$ cat config.mk
export PLATFORM = sky130hd
export DESIGN_NAME = ptp_hw_clock
export DESIGN_NICKNAME = d
export VERILOG_FILES = /design/src/rtl/ptpc_pkg.sv /design/src/rtl/ptpc_rate_acc.sv /design/src/rtl/ptpc_tod.sv /design/src/rtl/ptpc_stamp.sv /design/src/rtl/ptpc_regbus.sv /design/src/rtl/ptp_hw_clock.sv
export SDC_FILE = /design/constraint.sdc
export NUM_CORES = 1
export LEC_CHECK = 0
export BUFFER_PORTS_ARGS = -buffer_cell sky130_fd_sc_hd__buf_2
export CORE_MARGIN = 4
export CORE_UTILIZATION = 67
export DETAILED_ROUTE_END_ITERATION = 7
export GPL_ROUTABILITY_DRIVEN = 0
export PLACE_DENSITY = 0.87
export SLEW_MARGIN = 5
export SYNTH_ARGS = -nofsm -noshare
export SYNTH_HDL_FRONTEND = slang
export SYNTH_SLANG_ARGS = --single-unit
$ cat constraint.sdc
create_clock -name clk -period 10.05 [get_ports clk]
set_input_delay 0.5025 -clock clk [delete_from_list [all_inputs] [get_ports clk]]
set_output_delay 0.5025 -clock clk [all_outputs]
set_load 0.03 [all_outputs]
$ cat src/rtl/ptpc_pkg.sv
package ptpc_pkg;

    parameter int BUS_W  = 32;
    parameter int TIME_W = 2 * BUS_W;
    parameter int RATE_W = 32;
    parameter int ADDR_W = 4;

    localparam int FRAC_W = RATE_W - 1;
    localparam int STEP_W = RATE_W - FRAC_W + 1;

    localparam logic [RATE_W-1:0] RATE_NOMINAL = RATE_W'(1) << FRAC_W;

    // control word field positions
    localparam int CB_COMMIT = 31;
    localparam int CB_CLEAR  = 2;
    localparam int CB_TSCORR = 1;
    localparam int CB_ADD    = 0;

    typedef enum logic [ADDR_W-1:0] {
        A_CTRL     = 4'd0,
        A_TOD_LO   = 4'd1,
        A_TOD_HI   = 4'd2,
        A_RATE     = 4'd3,
        A_FREE_LO  = 4'd4,
        A_FREE_HI  = 4'd5,
        A_STAMP_LO = 4'd6,
        A_STAMP_HI = 4'd7,
        A_STATUS   = 4'd8
    } reg_addr_e;

    typedef struct packed {
        logic ts_corr;
        logic add_mode;
    } clk_cfg_t;

    typedef struct packed {
        logic              load;
        logic              add;
        logic [TIME_W-1:0] value;
    } tod_wr_t;

    function automatic logic [TIME_W-1:0] join_words(input logic [BUS_W-1:0] hi,
                                                     input logic [BUS_W-1:0] lo);
        return {hi, lo};
    endfunction

endpackage

$ cat src/rtl/ptpc_rate_acc.sv
module ptpc_rate_acc
    import ptpc_pkg::*;
(
    input  logic              clk,
    input  logic              rst,
    input  logic              clear,
    input  logic [RATE_W-1:0] rate,
    output logic [STEP_W-1:0] step
);

    logic [FRAC_W-1:0] acc;
    logic [RATE_W:0]   sum;

    assign sum  = (RATE_W+1)'(acc) + (RATE_W+1)'(rate);
    assign step = sum[RATE_W:FRAC_W];

    always_ff @(posedge clk) begin
        if (rst || clear) begin
            acc <= '0;
        end else begin
            acc <= sum[FRAC_W-1:0];
        end
    end

    // nominal rate leaves the fraction untouched
    p_nominal_hold_r3: assert property (@(posedge clk) disable iff (rst)
        (rate == RATE_NOMINAL && !clear) |=> acc == $past(acc));

    // a clear empties the fraction
    p_clear_frac_r8: assert property (@(posedge clk) disable iff (rst)
        clear |=> acc == '0);

endmodule

$ cat src/rtl/ptpc_tod.sv
module ptpc_tod
    import ptpc_pkg::*;
(
    input  logic              clk,
    input  logic              rst,
    input  logic              clear,
    input  logic [STEP_W-1:0] step,
    input  tod_wr_t           wr,
    output logic [TIME_W-1:0] tod
);

    logic [TIME_W-1:0] step_x;
    logic [TIME_W-1:0] advanced;

    assign step_x   = TIME_W'(step);
    assign advanced = tod + step_x;

    always_ff @(posedge clk) begin
        if (rst || clear) begin
            tod <= '0;
        end else if (wr.load) begin
            tod <= wr.value;
        end else if (wr.add) begin
            tod <= advanced + wr.value;
        end else begin
            tod <= advanced;
        end
    end

    p_advance_r3: assert property (@(posedge clk) disable iff (rst)
        (!clear && !wr.load && !wr.add) |=> tod == $past(tod) + TIME_W'($past(step)));

    p_load_r5: assert property (@(posedge clk) disable iff (rst)
        (!clear && wr.load) |=> tod == $past(wr.value));

    p_offset_r6: assert property (@(posedge clk) disable iff (rst)
        (!clear && !wr.load && wr.add) |=>
            tod == $past(tod) + $past(wr.value) + TIME_W'($past(step)));

    p_clear_zero_r8: assert property (@(posedge clk) disable iff (rst)
        clear |=> tod == '0);

endmodule

$ cat src/rtl/ptpc_stamp.sv
module ptpc_stamp
    import ptpc_pkg::*;
(
    input  logic              clk,
    input  logic              rst,
    input  logic              evt,
    input  logic              sel_corr,
    input  logic [TIME_W-1:0] tod,
    input  logic [TIME_W-1:0] free,
    input  logic              ack,
    output logic [TIME_W-1:0] stamp,
    output logic              valid
);

    logic [TIME_W-1:0] src;

    assign src = sel_corr ? tod : free;

    always_ff @(posedge clk) begin
        if (rst) begin
            stamp <= '0;
            valid <= 1'b0;
        end else begin
            if (evt) begin
                stamp <= src;
            end
            if (evt) begin
                valid <= 1'b1;
            end else if (ack) begin
                valid <= 1'b0;
            end
        end
    end

    p_stamp_hold_r9: assert property (@(posedge clk) disable iff (rst)
        !evt |=> $stable(stamp));

    p_flag_set_r10: assert property (@(posedge clk) disable iff (rst)
        evt |=> valid);

    p_flag_ack_r10: assert property (@(posedge clk) disable iff (rst)
        (ack && !evt) |=> !valid);

endmodule

$ cat src/rtl/ptpc_regbus.sv
module ptpc_regbus
    import ptpc_pkg::*;
(
    input  logic              clk,
    input  logic              rst,
    input  logic [ADDR_W-1:0] addr,
    input  logic              we,
    input  logic              re,
    input  logic [BUS_W-1:0]  wdata,
    output logic [BUS_W-1:0]  rdata,
    input  logic [TIME_W-1:0] tod,
    input  logic [TIME_W-1:0] free,
    input  logic [TIME_W-1:0] stamp,
    input  logic              stamp_valid,
    output logic [RATE_W-1:0] rate,
    output clk_cfg_t          cfg,
    output logic              clear,
    output tod_wr_t           tod_wr,
    output logic              stamp_ack
);

    logic             ctrl_hit;
    logic             commit;
    logic             hi_write;
    logic [BUS_W-1:0] stage_lo;
    logic [BUS_W-1:0] tod_shadow;
    logic [BUS_W-1:0] free_shadow;

    assign ctrl_hit  = we && (addr == A_CTRL);
    assign commit    = ctrl_hit && wdata[CB_COMMIT];
    assign hi_write  = we && (addr == A_TOD_HI);
    assign stamp_ack = re && (addr == A_STAMP_HI);

    always_comb begin
        tod_wr.value = join_words(wdata, stage_lo);
        tod_wr.load  = hi_write && !cfg.add_mode;
        tod_wr.add   = hi_write &&  cfg.add_mode;
    end

    always_ff @(posedge clk) begin
        if (rst) begin
            rate        <= RATE_NOMINAL;
            cfg         <= '{ts_corr: 1'b1, add_mode: 1'b0};
            clear       <= 1'b0;
            stage_lo    <= '0;
            tod_shadow  <= '0;
            free_shadow <= '0;
        end else begin
            clear <= commit && wdata[CB_CLEAR];
            if (commit) begin
                cfg <= '{ts_corr: wdata[CB_TSCORR], add_mode: wdata[CB_ADD]};
            end
            if (we && (addr == A_RATE)) begin
                rate <= wdata[RATE_W-1:0];
            end
            if (we && (addr == A_TOD_LO)) begin
                stage_lo <= wdata;
            end
            if (re && (addr == A_TOD_LO)) begin
                tod_shadow <= tod[TIME_W-1:BUS_W];
            end
            if (re && (addr == A_FREE_LO)) begin
                free_shadow <= free[TIME_W-1:BUS_W];
            end
        end
    end

    always_comb begin
        rdata = '0;
        case (addr)
            A_CTRL: begin
                rdata[CB_ADD]    = cfg.add_mode;
                rdata[CB_TSCORR] = cfg.ts_corr;
                rdata[CB_CLEAR]  = clear;
            end
            A_TOD_LO:   rdata = tod[BUS_W-1:0];
            A_TOD_HI:   rdata = tod_shadow;
            A_RATE:     rdata = BUS_W'(rate);
            A_FREE_LO:  rdata = free[BUS_W-1:0];
            A_FREE_HI:  rdata = free_shadow;
            A_STAMP_LO: rdata = stamp[BUS_W-1:0];
            A_STAMP_HI: rdata = stamp[TIME_W-1:BUS_W];
            A_STATUS:   rdata[0] = stamp_valid;
            default:    rdata = '0;
        endcase
    end

    p_ctrl_ignore_r7: assert property (@(posedge clk) disable iff (rst)
        (ctrl_hit && !wdata[CB_COMMIT]) |=> ($stable(cfg) && !clear));

    p_clear_pulse_r8: assert property (@(posedge clk) disable iff (rst)
        (clear && !commit) |=> !clear);

    p_shadow_r4: assert property (@(posedge clk) disable iff (rst)
        (re && addr == A_TOD_LO) |=> tod_shadow == $past(tod[TIME_W-1:BUS_W]));

endmodule

$ cat src/rtl/ptp_hw_clock.sv
module ptp_hw_clock
    import ptpc_pkg::*;
(
    input  logic              clk,
    input  logic              rst,
    input  logic [ADDR_W-1:0] bus_addr,
    input  logic              bus_we,
    input  logic              bus_re,
    input  logic [BUS_W-1:0]  bus_wdata,
    output logic [BUS_W-1:0]  bus_rdata,
    input  logic              evt_stb,
    output logic [TIME_W-1:0] tod_now
);

    logic [TIME_W-1:0] free_q;
    logic [TIME_W-1:0] stamp;
    logic              stamp_valid;
    logic              stamp_ack;
    logic [RATE_W-1:0] rate;
    clk_cfg_t          cfg;
    logic              clear;
    tod_wr_t           tod_wr;
    logic [STEP_W-1:0] step;

    always_ff @(posedge clk) begin
        if (rst) begin
            free_q <= '0;
        end else begin
            free_q <= free_q + TIME_W'(1);
        end
    end

    ptpc_regbus u_regbus (
        .clk         (clk),
        .rst         (rst),
        .addr        (bus_addr),
        .we          (bus_we),
        .re          (bus_re),
        .wdata       (bus_wdata),
        .rdata       (bus_rdata),
        .tod         (tod_now),
        .free        (free_q),
        .stamp       (stamp),
        .stamp_valid (stamp_valid),
        .rate        (rate),
        .cfg         (cfg),
        .clear       (clear),
        .tod_wr      (tod_wr),
        .stamp_ack   (stamp_ack)
    );

    ptpc_rate_acc u_rate (
        .clk   (clk),
        .rst   (rst),
        .clear (clear),
        .rate  (rate),
        .step  (step)
    );

    ptpc_tod u_tod (
        .clk   (clk),
        .rst   (rst),
        .clear (clear),
        .step  (step),
        .wr    (tod_wr),
        .tod   (tod_now)
    );

    ptpc_stamp u_stamp (
        .clk      (clk),
        .rst      (rst),
        .evt      (evt_stb),
        .sel_corr (cfg.ts_corr),
        .tod      (tod_now),
        .free     (free_q),
        .ack      (stamp_ack),
        .stamp    (stamp),
        .valid    (stamp_valid)
    );

    p_free_step_r2: assert property (@(posedge clk) disable iff (rst)
        !$past(rst) |-> free_q == $past(free_q) + TIME_W'(1));

endmodule

Yosys cells after proc, flatten, opt, wreduce, memory -nomap -nowiden
Cells that the tools add are included.

$add $sub $neg: 4. Equal/unequal tests: 8. Muxes and demuxes: 8. Reduce and logical (&&, ||, !) cells: 15.

Operators with widths (number): one-hot mux 29 bit (7 select lines) (1); two-way mux 64 bit (3); adder 64 x 1 -> 64 bit, second input constant (1); adder 64 x 2 -> 64 bit (1); adder 64 bit (1); adder 31 x 32 -> 33 bit (1); equality test 4 x 3 -> 1 bit, second input constant (4); one-hot mux 2 bit (8 select lines) (1); logical AND 1 bit (11); one-hot mux 1 bit (9 select lines) (1); equality test 4 x 2 -> 1 bit, second input constant (2); equality test 4 x 1 -> 1 bit, second input constant (1); equality test 4 bit, second input constant (1); zero test 4 bit (1); two-way mux 1 bit (2); nonzero test 2 bit (1); zero test 1 bit (1); logical OR 1 bit (1).

Register bits: 355. Output and inout bits: 96.

Logic depth before layout (Yosys ltp)
Gate-level depths: netlist of run 1.

Depth after elaboration: 5. Mapped depth: 33. Depth with buffers taken out: 32.

Cells and area by module
From an unflattened synthesis of run 1, not the netlist that was laid out.

Cell total of the unflattened synthesis: 2874. Area total of the unflattened synthesis: 22753.1 um^2.

By module, submodules not included: ptpc_tod (times used 1, cells an instance 1064, area an instance 7721.2 um^2, sequential area each 1281.2 um^2); ptpc_regbus (times used 1, cells an instance 865, area an instance 6680.2 um^2, sequential area each 2622.5 um^2); ptp_hw_clock (times used 1, cells an instance 343, area an instance 2930.3 um^2, sequential area each 1281.2 um^2); ptpc_stamp (times used 1, cells an instance 288, area an instance 2869.0 um^2, sequential area each 1301.2 um^2); ptpc_rate_acc (times used 1, cells an instance 314, area an instance 2552.4 um^2, sequential area each 620.6 um^2).

Least setup slack after synthesis of run 1
Ideal clock, no wire load.

Kind: flip-flop to flip-flop. From: register u_regbus.rate[0]. To: register u_tod.tod[63]. Setup time: 0.125 ns. Data arrival time: 6.642 ns. Required time: 9.925 ns. Setup slack: 3.283 ns. Cell stages (with the launch flop): 33. Buffers on the path: 1. Clock period less this slack: 6.767 ns. Path through: dfxtp_1 -> ha_1 -> inv_1 -> fa_1 -> nor2b_1 -> o2111ai_1 -> a21oi_1 -> a211oi_2 -> o31ai_1 -> nor4_1 -> o41ai_1 -> a21o_1 -> and2_1 -> o21ai_0 -> fa_1 -> nor2b_1 -> nand4_1 -> nor3_1 -> and4_1 -> nand3_1 -> xnor2_1 -> ha_1 -> buf_2 -> a21oi_2 -> o21ai_1 -> or3_1 -> o221a_2 -> o41ai_4 -> o31ai_4 -> a41oi_2 -> mux2_4 -> nor3_2 -> o41a_1.

Longest elaborated chain between the ends: 5.

RTL lines: from (decl) (line ptpc_regbus.sv:15) `output logic [RATE_W-1:0] rate,`; from (signal assigned) (line ptpc_regbus.sv:54) `rate <= wdata[RATE_W-1:0];`; adder 31 x 32 -> 33 bit (*) (line ptpc_rate_acc.sv:14) `assign sum = (RATE_W+1)'(acc) + (RATE_W+1)'(rate);`; adder 64 x 2 -> 64 bit (*) (line ptpc_tod.sv:16) `assign advanced = tod + step_x;`; adder 64 bit (line ptpc_tod.sv:24) `tod <= advanced + wr.value;`; two-way mux 64 bit (*) (line ptpc_tod.sv:23) `end else if (wr.add) begin`; two-way mux 64 bit (*) (line ptpc_tod.sv:21) `end else if (wr.load) begin`; to (signal assigned) (line ptpc_tod.sv:22) `tod <= wr.value;`; to (signal assigned) (line ptpc_tod.sv:24); to (signal assigned) (line ptpc_tod.sv:26) `tod <= advanced;`; to (decl) (line ptpc_tod.sv:9) `output logic [TIME_W-1:0] tod`.

Every way passes the cells marked *; elsewhere a longest branch is shown, timed or not. A chain may end at the register's enable or synchronous reset.

Worst setup path in the final report of run 1
From: register u_regbus.rate[6]. To: register u_tod.tod[63].

Same word-level chain as after synthesis.

==> results of run 1 <==
==> layout make-up <==
type / instances / area, um^2 / share of cell area [%]
Tap cell: 402 / 503 / 2.13
Sequential cell: 355 / 7110 / 30.2
Timing Repair Buffer: 159 / 865 / 3.67
Antenna cell: 2 / 5.00 / 0.0212
Inverter: 42 / 158 / 0.669
Clock inverter: 12 / 150 / 0.637
Clock buffer: 54 / 1120 / 4.76
Multi-Input combinational cell: 2184 / 13600 / 57.9
==> power breakdown <==
part	internal (W)	switching (W)	leakage (nW)
clock	0.000835	0.000611	0.617
sequential	0.00143	0.0000410	2.88
combinational	0.0000860	0.000194	6.06
==> registers in the layout, summed over array words and instances, names as in the netlist <==
signal	flops
u_regbus.tod_shadow	32
u_regbus.free_shadow	32
u_rate.acc	31
u_regbus.rate	32
u_regbus.cfg	2
u_stamp.stamp	64
u_regbus.clear	1
free_q	64
u_regbus.stage_lo	32
u_stamp.valid	1
u_tod.tod	64
==> logic make-up after synthesis <==
family                   Yosys count  synth area share (%)
multiplexers                      92                  4.32
AO/OA/AOI/OAI                    767                  23.2
flip-flops                       355                  32.9
AND/OR/NAND/NOR                 1033                  21.8
adder cells (fa/ha/maj)          104                  6.13
buffers and inverters            217                  3.97
XOR/XNOR                         188                  7.63
==> worst max path at each step <==
stage,end,depth (start not counted)
2_1_floorplan,u_tod.tod[63]$_SDFF_PP0_,32
3_3_place_gp,u_tod.tod[63]$_SDFF_PP0_,31
3_5_place_dp,u_tod.tod[63]$_SDFF_PP0_,30
4_1_cts,u_tod.tod[63]$_SDFF_PP0_,30
5_1_grt,u_tod.tod[63]$_SDFF_PP0_,30
6_report,u_tod.tod[63]$_SDFF_PP0_,30
==> Yosys cell counts, types with 4 or more instances <==
master | number | area, um^2
o21a_1 | 10 | 75.1
a211oi_1 | 92 | 691
buf_1 | 17 | 63.8
or2_2 | 8 | 50.1
nand2_1 | 420 | 1580
or3_1 | 23 | 144
o21bai_1 | 23 | 173
a31oi_1 | 11 | 68.8
a21oi_2 | 4 | 35.0
nor2b_1 | 19 | 119
dfxtp_1 | 355 | 7110
and2_1 | 12 | 75.1
ha_1 | 101 | 1260
a222oi_1 | 22 | 220
nor2_1 | 276 | 1040
a22o_1 | 4 | 35.0
buf_2 | 22 | 110
o21ai_0 | 110 | 551
nand4_1 | 46 | 288
nor4_1 | 11 | 68.8
xor2_1 | 82 | 718
a21oi_1 | 294 | 1470
xnor2_1 | 106 | 928
a211o_1 | 4 | 35.0
nor3_1 | 47 | 235
mux2_2 | 5 | 56.3
o21ai_1 | 8 | 40.0
mux2i_1 | 85 | 851
o211ai_1 | 15 | 113
nand2b_1 | 13 | 81.3
inv_1 | 41 | 154
a211oi_2 | 4 | 50.1
clkbuf_1 | 134 | 503
a22oi_1 | 63 | 473
and4_1 | 19 | 166
and3_1 | 23 | 144
a21o_1 | 49 | 368
nand3_1 | 88 | 440
==> stage by stage <==
step	utilization [%]	hold slack [ns]	power [W]
after floorplan	-	0.436	0.00167
after global placement	70.4	0.441	0.00176
after detailed placement	70.4	0.448	0.00177
after CTS	74.5	0.262	0.00318
after global routing	74.5	0.268	0.00327
final	74.5	0.274	0.00320
==> critical path: cells and delay by family, from the launching register on <==
family | cells | cell delay [ns]
buffers and inverters | 1 | 0.07
xor gates and xnor gates | 2 | 0.40
AOI/OAI and AO/OA | 15 | 3.91
adders and majority gates | 4 | 1.39
muxes | 1 | 0.20
and+or+nand+nor | 7 | 2.04
DFF | 1 | 0.34
==> metal layers <==
layer	wire [um]	global-route usage (%)	up-vias
met5	20	0	-
met4	6450	28.0	2
met3	11400	12.0	410
met2	32500	62.8	1759
met1	27500	52.7	10500
li1	-	-	9919
==> results.md, run 1 <==
- Max-Cap Viols: 0
- Vias/cell: 7.03
- Pre-CTS WS: 1.98 ns
- R2r setup slk: 1.58 ns
- Overflow after GRT: 0
- DP Area: 22300 um^2
- Post-Syn Area: 21600 um^2
- FMAX: 118 MHz
- Synth Flop Type: dfxtp_1
- Commonest non-fill, non-tap cell in the layout: nand2_1
- Hold Vio Cnt, Final: 0
- Die H: 187 um
- Post-synthesis cell count: 2756
- Die Area: 35100 um^2
- H-tree depth: 2
- Sinks on the clock net: 355
- RSZ-0062 raised after global routing: no
- Critical setup path kind: reg -> reg
- Final setup vio count: 0
- Yosys warns: 0
- Path type of the worst min-delay path: in -> reg
- Slowest-stage cell, CP: nor3_1
- CTS tree: yes
- Critical path capture point type: flop
- Most used cells in the layout excluding fill and tap cells: nand2_1 (420), dfxtp_1 (353), a21oi_1 (294)
- Wire length per cell: 24.2 um
- Largest net degree at the start of global routing: 133
- Fin Clk Skew: 0.0163 ns
- Hold Path End: u_regbus.stage_lo[11]$_SDFFE_PP0P_
- Synthesized flop and latch total: 355
- First-pass GRT wire length: 118 mm
- Distinct cells, synth: 94
- FFs w/ async S/R, synth: 0%
- Rows: 65
- I/O Pins: 137
- Routed Antenna Nets: 0
- Crit path top cell by count: ha_1
- DR iter-0 viols: 3398
- Post-CTS setup buffers: 0
- PD cells: 136 nW/um^2
- Resize count post-CTS: 0
- Crit-path max FO: 8
- Vias: 22600
- Worst hold start: bus_wdata[11]
- Worst-Margin Slew: 1.22 ns
- Clock transition at the registers of the reported paths: 0.06 ns
- Fillers: 2369
- Final setup margin: 1.58 ns
- DPL Wire Length: 55.7 mm
- Seq/Total Area, Yosys: 32.9%
- Initial core utilization: 68.2%
- Pleak: 9.55 nW
- Core area: 31600 um^2
- Worst Path Arrival: 8.90 ns
- Share of cells above drive strength 1: 10.0%
- Net Count, Synth: 2901
- GRT Total Usage: 41.9%
- Startpoint types: flop
- Post-synth EDFFs: 0
- Status: finished, violations left
- Die W: 187 um
- Max incr delay on CP: 0.60 ns
- Clock Tree Root: clkbuf_16
- Vias in the first global route: 21000
- Routed WL: 77.8 mm
- CTS Buf Count: 38
- Detailed Routing Iterations Pass 1: 8
- Non-filler instance count after layout: 3210
- R2R Path Start: u_regbus.rate[6]$_SDFFE_PP0P_
- Reg2Reg Depth: 30
- Initial antenna violation count: 2
- Hold_buf cts: 0
- Slew HR: 18.6%
- Final period util: 84.3%
- R2r endpoint: u_tod.tod[63]$_SDFF_PP0_
- Peak VDD IR: 120 uV
- Critical Path Source: u_regbus.rate[6]$_SDFFE_PP0P_
- DP Cell Count: 3142
- Violated checks: design-rule violations
- Remaining DRCs: 1
- Clock Latency Late Sink: 0.55 ns
- Nets: 2925
- Max clock buf depth: 3
- Required arrival time at the worst endpoint: 10.48 ns
- Syn Area/Cell: 7.83 um^2
- Post-layout min period: 8.47 ns
- IO Port Bufs: 136
- Final instance area: 23600 um^2
- Layout overhead on the synthesized area: 9.18%
- Max Slew Vio Count: 0
- Setup TNS: 0 ns
- WHS Path Cells: 3
Power figures use the tool's default switching activity.
==> inputs of run 2 (changes only) <==
CORE_UTILIZATION = 62   (was 67)
PLACE_DENSITY = 0.81   (was 0.87)
clock period = 8.06 ns   (was 10.05 ns; I/O delays follow)
==> results.md, run 2 (synthesis results as in run 1) <==
- CTS tree: yes
- Wire length per cell: 24.1 um (-0.68%)
- Detailed Routing Iterations Pass 1: 8 (unchanged)
- Startpoint types: flop
- I/O Pins: 137 (unchanged)
- Final setup margin: 0.344 ns (-1.24 ns)
- Initial antenna violation count: 3 (+1)
- Clock Tree Root: clkbuf_16
- Most used cells in the layout excluding fill and tap cells: nand2_1 (420), dfxtp_1 (353), a21oi_1 (294)
- Post-layout min period: 7.72 ns (-0.755 ns)
- DR iter-0 viols: 3252 (-4.3%)
- GRT Total Usage: 39.5% (-2.5 points)
- Status: finished, violations left
- Slowest-stage cell, CP: fa_1
- Max-Cap Viols: 0 (unchanged)
- Worst hold start: bus_wdata[15]
- Reg2Reg Depth: 32 (+6.7%)
- Overflow after GRT: 0 (unchanged)
- Initial core utilization: 62.6% (-5.6 points)
- R2r endpoint: u_tod.tod[63]$_SDFF_PP0_
- Max Slew Vio Count: 0 (unchanged)
- FMAX: 130 MHz (+9.8%)
- R2r setup slk: 0.34 ns (-1.24 ns)
- Die W: 195 um (+3.8%)
- Crit-path max FO: 5 (-3)
- Die H: 195 um (+3.8%)
- Rows: 68 (+4.6%)
- Remaining DRCs: 1 (unchanged)
- Clock transition at the registers of the reported paths: 0.06 ns (about the same)
- Required arrival time at the worst endpoint: 8.51 ns (-1.97 ns)
- Clock Latency Late Sink: 0.58 ns (+0.03 ns)
- WHS Path Cells: 3 (unchanged)
- Worst hold margin: 0.147 ns (-0.127 ns)
- Path type of the worst min-delay path: in -> reg
- Max clock buf depth: 3 (unchanged)
- Sinks on the clock net: 355 (unchanged)
- First-pass GRT wire length: 119 mm (+0.82%)
- Commonest non-fill, non-tap cell in the layout: nand2_1
- Pleak: 9.58 nW (+0.30%)
- Core area: 34500 um^2 (+8.9%)
- Critical path capture point type: flop
- Worst path bufs/invs: 2 (+1)
- Largest net degree at the start of global routing: 121 (-9.0%)
- RSZ-0062 raised after global routing: no
- Layout overhead on the synthesized area: 9.65%
- Max incr delay on CP: 0.51 ns (-0.09 ns)
- Die Area: 37900 um^2 (+7.7%)
- Routed WL: 78.7 mm (+1.2%)
- Routed Antenna Nets: 0 (unchanged)
- Vias/cell: 6.88 (-2.1%)
- Vias: 22500 (-0.31%)
- Vias in the first global route: 21000 (+0.22%)
- Slew HR: 17.2% (-1.4 points)
- Share of cells above drive strength 1: 10.1% (+0.057 points)
- Fin Clk Skew: 0.0295 ns (+0.0133 ns)
- Setup TNS: 0 ns (unchanged)
- Hold Vio Cnt, Final: 0 (unchanged)
- Peak VDD IR: 167 uV (+39%)
- Hold Path End: u_regbus.rate[15]$_SDFFE_PP0P_
- Worst Path Arrival: 8.17 ns (-0.73 ns)
- Violated checks: design-rule violations
- DPL Wire Length: 56.5 mm (+1.3%)
- Final period util: 95.7% (+11 points)
- Worst-Margin Slew: 1.24 ns (+0.0169 ns)
- Final setup vio count: 0 (unchanged)
- Worst path top cell family by delay: compound AO/OA/AOI/OAI gates
- CTS Buf Count: 39 (+2.6%)
- Pre-CTS WS: 0.300 ns (-1.68 ns)
- Hold_buf cts: 0 (unchanged)
- Nets: 2930 (+0.17%)
- IO Port Bufs: 136 (unchanged)
- PD cells: 168 nW/um^2 (+24%)
- H-tree depth: 2 (unchanged)
- R2R Path Start: u_regbus.rate[0]$_SDFFE_PP0P_
- Biggest regs: free_q x64, u_stamp.stamp x64, u_tod.tod x64
- Critical setup path kind: reg -> reg
[run 2: cell count changes in the layout (fill, tap and decap cells not counted), moves of 2 or more]
cell,before,now
clkbuf_8,10,7
clkbuf_1,6,12
clkinvlp_4,3,1
buf_4,24,28
diode_2,2,5
[run 2: routing by layer]
metal  vias to the layer above  routed length, um  track usage [%]
met3                       384              10800             8.36
met2                      1720              33300             58.8
met5                         -                 14                0
li1                       9915                  -                -
met1                     10500              29000             52.5
met4                         2               5640             24.0
[run 2: worst max path at each step]
stage                                  start                  endpoint  cells after the start
6_report       u_regbus.rate[0]$_SDFFE_PP0P_  u_tod.tod[63]$_SDFF_PP0_                     32
5_1_grt        u_regbus.rate[1]$_SDFFE_PP0P_  u_tod.tod[63]$_SDFF_PP0_                     32
4_1_cts        u_regbus.rate[0]$_SDFFE_PP0P_  u_tod.tod[63]$_SDFF_PP0_                     31
3_5_place_dp   u_regbus.rate[0]$_SDFFE_PP0P_  u_tod.tod[63]$_SDFF_PP0_                     31
3_3_place_gp   u_regbus.rate[0]$_SDFFE_PP0P_  u_tod.tod[63]$_SDFF_PP0_                     31
2_1_floorplan  u_regbus.rate[0]$_SDFFE_PP0P_  u_tod.tod[63]$_SDFF_PP0_                     32
[run 2: stage by stage]
| step | util, % | instances | total power (W) | cell area (um^2) |
|---|---|---|---|---|
| after global placement | 64.9 | 3198 | 0.00220 | 22400 |
| after floorplan | - | 2756 | 0.00209 | 21600 |
| after global routing | 68.6 | 3266 | 0.00407 | 23700 |
| after CTS | 68.5 | 3264 | 0.00396 | 23600 |
| final | 68.7 | 3270 | 0.00398 | 23700 |
| after detailed placement | 64.9 | 3198 | 0.00221 | 22400 |
[run 2: tightest hold or removal path, delay by kind of cell]
family          cells  cell delay, ns
simple gates        1            0.06
compound gates      1            0.05
buf+inv             1            0.14
[run 2: area by class of cell]
type / instances / area (um^2)
timing repair buffer: 163 / 895
clock buffer: 58 / 1130
sequential: 355 / 7110
multi-input combinational: 2184 / 13700
antenna: 5 / 12.5
clock inverter: 8 / 108
tap: 455 / 569
inverter: 42 / 158
fill: 2847 / 10800
[run 2: repair_timing]
action	in CTS	in global routing
buffers inserted	0	1
gates resized for setup	0	8
setup endpoints to repair	0	15
[run 2: power breakdown]
part | internal (W) | switching, W | total (W)
Sequential | 0.00179 | 0.0000531 | 0.00184
Clock | 0.00103 | 0.000753 | 0.00178
Combinational | 0.000107 | 0.000242 | 0.000349
